<file path="config.mk">
export PLATFORM = sky130hd
export DESIGN_NAME = scan_port
export DESIGN_NICKNAME = d
export VERILOG_FILES = /design/src/rtl/scan_port.sv
export SDC_FILE = /design/constraint.sdc
export NUM_CORES = 1
export LEC_CHECK = 0
export BUFFER_PORTS_ARGS = -buffer_cell sky130_fd_sc_hd__buf_4
export CAP_MARGIN = 20
export CORE_ASPECT_RATIO = 0.9
export CORE_MARGIN = 4
export CORE_UTILIZATION = 45
export DETAILED_ROUTE_END_ITERATION = 8
export GPL_ROUTABILITY_DRIVEN = 0
export PLACE_DENSITY = 0.64
export RECOVER_POWER = 100
export SLEW_MARGIN = 20
export SYNTH_ARGS = -nofsm -noshare
export SYNTH_HDL_FRONTEND = slang
export SYNTH_SLANG_ARGS = --single-unit
</file>
<file path="constraint.sdc">
create_clock -name tck -period 3.5 [get_ports tck]
set_input_delay 0.35 -clock tck [delete_from_list [all_inputs] [get_ports tck]]
set_output_delay 0.35 -clock tck [all_outputs]
set_load 0.01 [all_outputs]
</file>
<file path="src/rtl/scan_port.sv">
module scan_port #(
  parameter int          BS_LEN   = 70,
  parameter int          HOLE_IDX = 54,
  parameter logic [31:0] ID_VALUE = {4'h2, 16'h00A5, 11'h35A, 1'b1}
) (
  input  logic              tck,
  input  logic              por_n,
  input  logic              tms,
  input  logic              tdi,
  input  logic [BS_LEN-1:0] pins_in,
  output logic              tdo,
  output logic              tdo_oe,
  output logic              dq_off
);
  localparam logic [2:0] OP_IDCODE = 3'b001;
  localparam logic [2:0] OP_SAMPZ  = 3'b010;
  localparam logic [2:0] OP_SAMPLE = 3'b100;
  localparam logic [BS_LEN-1:0] HOLE_MASK = ~({{(BS_LEN-1){1'b0}}, 1'b1} << HOLE_IDX);

  typedef enum logic [3:0] {
    S_TLR, S_IDLE, S_SEL_DR, S_CAP_DR, S_SH_DR, S_EX1_DR, S_PAU_DR, S_EX2_DR, S_UPD_DR,
    S_SEL_IR, S_CAP_IR, S_SH_IR, S_EX1_IR, S_PAU_IR, S_EX2_IR, S_UPD_IR
  } tap_st_e;

  tap_st_e state_q, state_d;
  logic [2:0]        ir_q, ir_sr;
  logic              byp_q;
  logic [31:0]       id_sr;
  logic [BS_LEN-1:0] bs_sr;

  always_comb begin
    case (state_q)
      S_TLR:    state_d = tms ? S_TLR    : S_IDLE;
      S_IDLE:   state_d = tms ? S_SEL_DR : S_IDLE;
      S_SEL_DR: state_d = tms ? S_SEL_IR : S_CAP_DR;
      S_CAP_DR: state_d = tms ? S_EX1_DR : S_SH_DR;
      S_SH_DR:  state_d = tms ? S_EX1_DR : S_SH_DR;
      S_EX1_DR: state_d = tms ? S_UPD_DR : S_PAU_DR;
      S_PAU_DR: state_d = tms ? S_EX2_DR : S_PAU_DR;
      S_EX2_DR: state_d = tms ? S_UPD_DR : S_SH_DR;
      S_UPD_DR: state_d = tms ? S_SEL_DR : S_IDLE;
      S_SEL_IR: state_d = tms ? S_TLR    : S_CAP_IR;
      S_CAP_IR: state_d = tms ? S_EX1_IR : S_SH_IR;
      S_SH_IR:  state_d = tms ? S_EX1_IR : S_SH_IR;
      S_EX1_IR: state_d = tms ? S_UPD_IR : S_PAU_IR;
      S_PAU_IR: state_d = tms ? S_EX2_IR : S_PAU_IR;
      S_EX2_IR: state_d = tms ? S_UPD_IR : S_SH_IR;
      default:  state_d = tms ? S_SEL_DR : S_IDLE;
    endcase
  end

  wire sel_id = (ir_q == OP_IDCODE);
  wire sel_bs = (ir_q == OP_SAMPZ) || (ir_q == OP_SAMPLE);

  always_ff @(posedge tck or negedge por_n) begin
    if (!por_n) begin
      state_q <= S_TLR;
      ir_q    <= OP_IDCODE;
      ir_sr   <= OP_IDCODE;
      byp_q   <= 1'b0;
      id_sr   <= '0;
      bs_sr   <= '0;
    end else begin
      state_q <= state_d;
      case (state_q)
        S_TLR: begin
          ir_q  <= OP_IDCODE;
          ir_sr <= OP_IDCODE;
        end
        S_CAP_IR: ir_sr <= OP_IDCODE;
        S_SH_IR:  ir_sr <= {tdi, ir_sr[2:1]};
        S_UPD_IR: ir_q  <= ir_sr;
        S_CAP_DR: begin
          if (sel_id)      id_sr <= ID_VALUE;
          else if (sel_bs) bs_sr <= pins_in & HOLE_MASK;
          else             byp_q <= 1'b0;
        end
        S_SH_DR: begin
          if (sel_id)      id_sr <= {tdi, id_sr[31:1]};
          else if (sel_bs) bs_sr <= {tdi, bs_sr[BS_LEN-1:1]};
          else             byp_q <= tdi;
        end
        default: ;
      endcase
    end
  end

  wire dr_lsb = sel_id ? id_sr[0] : (sel_bs ? bs_sr[0] : byp_q);

  always_ff @(negedge tck or negedge por_n) begin
    if (!por_n) begin
      tdo    <= 1'b0;
      tdo_oe <= 1'b0;
    end else begin
      tdo_oe <= (state_q == S_SH_IR) || (state_q == S_SH_DR);
      if (state_q == S_SH_IR)      tdo <= ir_sr[0];
      else if (state_q == S_SH_DR) tdo <= dr_lsb;
    end
  end

  assign dq_off = (ir_q == OP_SAMPZ);
endmodule


</file>
==> results.md <==
* Status: finished with violations
* Failing checks: capacitance limit, slew limit
* First-pass GRT wire length at 18700 um
* N_diodes at 0
* Final setup fails at 0
* Post_cts resized at 0
* Io pins at 77
* Largest cells by area after synthesis: dfrtp_1 55%, nand2_1 11%, a31oi_1 8.5%, nor2_1 5.7%, a22o_1 4.0%
* Routed WL at ~11000 um
* Pleak at 2.68 nW
* Setup bufs post-CTS at 0
* Die area at roughly 13000 um^2
* TritonCTS Buffers at 17
* Starting density of the core at 46.3%
* Wire length per cell at 14.1 um
* Synth-to-Final Area Change at 23.2%
* Layout Nets at a little under 700
* RSZ-0062 raised after global routing: no
* DRT iter0 DRCs at between 400 and 500
* Grt total ovfl at 0
* PD cells at between 700 and 800 nW/um^2
* Remaining antenna violation count at 0
* DRC Markers at 0
* Post-DP Area at ~5700 um^2
* Largest area contributor in the netlist: dfrtp_1
* Core area at 10900 um^2
* Startpoint type of the worst setup path: flop
* Clock-pin slew on the worst setup and hold paths at around 0.05 ns
* Reg2reg start: ir_q[0]$_DFFE_PN1P_
* Die width at ~120 um
* Actual slew at the worst max-slew pin at roughly 2.3 ns
* Slew margin rel. at -53.2%
* Top-area cell type share of the netlist area at 55.0%
* Yosys cell types at 38
* Crit end category: flop
* Vias in the first global route at around 4000
* Clock share of power at 33.4%
* Via density at around 5.3
* Net switching power at around 1.5 mW
* Worst path top cell family by delay: flip-flops
* Hold_buf cts at 0
* H-Tree Depth at 4
* Tot GR Track Use at 17.8%
* Mapped Area at just over 5000 um^2
* Mapped Avg Cell Area at roughly 9.2 um^2
* Clock Sinks at ~120
* Sw Ratio at a little under a third
* CP max stage cell: dfstp_1
* Critical Path AT at ~1.9 ns
* Int Pwr at approximately 3.2 mW
* Fin. max-slew vios at approximately 120
* Seq/Total Area, Yosys at a little under three fifths
* Routed vias at approximately 4100
* Placed wire-length estimate at about 7000 um
* Rows at 36
* Critical-path cell list: or3b_1, o21ai_0, o22ai_1
* CP max stage delay at about 0.65 ns
* Gate Count Post-Synth at roughly 550
* Final Worst Setup Slack at roughly 0.11 ns
* Share of cells above drive strength 1 at 17.9%
* DP Worst Slack at roughly 0.18 ns
* Initial antenna violation count at 0
* Max-cap violation count at 2
* Crit path kind: reg -> reg
* Worst Clk Skew at approximately 0.023 ns
* Port Buffer Count at 75
* Final non-filler cell area at 6220 um^2
* Crit path from: ir_q[0]$_DFFE_PN1P_
* Hold Fails Final Rpt at 0
* Clk_lat worst skew at approximately 0.4 ns
* Clock Root Buffer: clkbuf_16
* Worst hold path startpoint: pins_in[55]
* Hold WC Path Type: in -> reg
* CP Max Fanout at 9
* Seq pwr share at 39.1%
* Crit path required time at just under 2 ns
* Syn Nets at 622
* Setup_tns at 0 ns
* Flops & latches, synth at roughly 120
* Maximum clock path buffer count at 2
* Die height at about 110 um
* Combinational share of power at 27.5%
* Drt pass-1 iters at 6
* CP bufs+invs at 0
* Maximum vdd drop at roughly 320 uV
* Fill cell count at a little over 1000
* CTS tree: yes
* Largest net degree at the start of global routing at 72
* Syn. warnings at 0
[logic make-up (layout without fill, tap and decap cells)]
family                 after synthesis  count (layout)  synth area share, %
flip-flops                         115             115                 57.0
buffers and inverters               47             124                 3.84
AND/OR/NAND/NOR                    243             243                 19.2
multiplexers                         1               1                0.223
XOR/XNOR                             1               1                0.173
AO/OA/AOI/OAI                      141             141                 19.5
[layout by cell type (no fill, tap or decap), types with 3 or more instances in the layout]
master	n
clkbuf_8	3
and3_1	3
inv_1	4
o22a_1	12
clkbuf_1	12
clkinv_2	5
a21oi_1	8
buf_4	77
o22ai_1	5
a22o_1	23
clkbuf_16	17
a31oi_1	69
o21ai_0	11
nand2_1	144
dfrtp_1	111
clkbuf_2	5
nor3b_1	3
nor2b_1	3
nor2_1	76
[cell type report]
cell class / count / area (um^2) / share of cell area (%)
multi-input combinational: 386 / 1970 / 31.6
tap: 152 / 190 / 3.06
inverter: 4 / 15.0 / 0.241
clock buffer: 26 / 489 / 7.86
clock inverter: 6 / 55.1 / 0.884
sequential: 115 / 2880 / 46.3
timing repair buffer: 88 / 626 / 10.1
[stage by stage]
stage	instances	power (mW)	util, %	hold WS, ns
after detailed placement	745	3.20	52.6	0.476
after floorplan	548	2.81	-	0.0544
after global routing	777	5.07	57.1	0.207
after CTS	777	4.81	57.6	0.0807
after global placement	745	3.16	52.6	0.471
final	777	4.73	57.1	0.212
[final timing paths]
path,endpoint,slack (ns),depth (start not counted)
setup reg to reg,tdo$_DFFE_NN0P_,0.11,3
hold reg to reg,id_sr[0]$_DFFE_PN0P_,0.48,1
max in group asynchronous,bs_sr[60]$_DFFE_PN0P_,1.32,2
min in group asynchronous,ir_sr[1]$_DFFE_PN0P_,0.61,2
setup / recovery,tdo$_DFFE_NN0P_,0.11,3
hold / removal,bs_sr[55]$_DFFE_PN0P_,0.21,3
[cells in the mapped netlist]
master	number
o31ai_1	1
o32a_1	1
o22a_1	12
o22ai_1	5
nand3_1	2
a21boi_0	1
o211ai_1	2
o21bai_1	1
a211oi_1	2
a21o_1	1
a2111oi_4	1
dfrtn_1	2
a22o_1	23
dfstp_2	2
nor2_1	77
nand4_1	2
buf_1	1
a21oi_1	8
or3b_1	2
xnor2_1	1
a31oi_1	69
nor3_1	2
o21ai_0	11
a22oi_1	2
or3_1	1
nor2b_1	3
buf_2	14
o2bb2ai_1	1
mux2_2	1
nand2b_1	1
nand3b_1	1
and3_1	3
nand2_1	145
clkbuf_1	28
nor3b_1	3
nor4b_1	1
dfrtp_1	111
inv_1	4
[routing by layer]
layer  share of wire (%)  GRT usage [%]  vias up
met1                  48           24.8     1979
met5                   0              0        -
met3                 4.8           4.60        2
met2                  47           26.9       82
li1                    -              -     2029
met4                0.40           6.62        0
[flip-flops by register name, indices dropped and copies added (netlist names)]
| register | cells |
|---|---|
| bs_sr | 70 |
| id_sr | 32 |
| tdo_oe | 1 |
| state_q | 4 |
| ir_sr | 3 |
| ir_q | 3 |
| tdo | 1 |
| byp_q | 1 |
[tightest hold or removal path, stage by stage]
cell     delay (ns)
buf_4          0.11
nand2_1        0.05
a31oi_1        0.07
[power groups by stage]
stage | clock network [mW] | logic, mW | registers (mW)
floorplan | 0 | 0.976 | 1.83
global placement | 0 | 1.31 | 1.86
detailed placement | 0 | 1.34 | 1.87
CTS | 1.62 | 1.34 | 1.85
global route | 1.68 | 1.49 | 1.89
finish | 1.58 | 1.30 | 1.85
(Power assumes the default switching activity.)
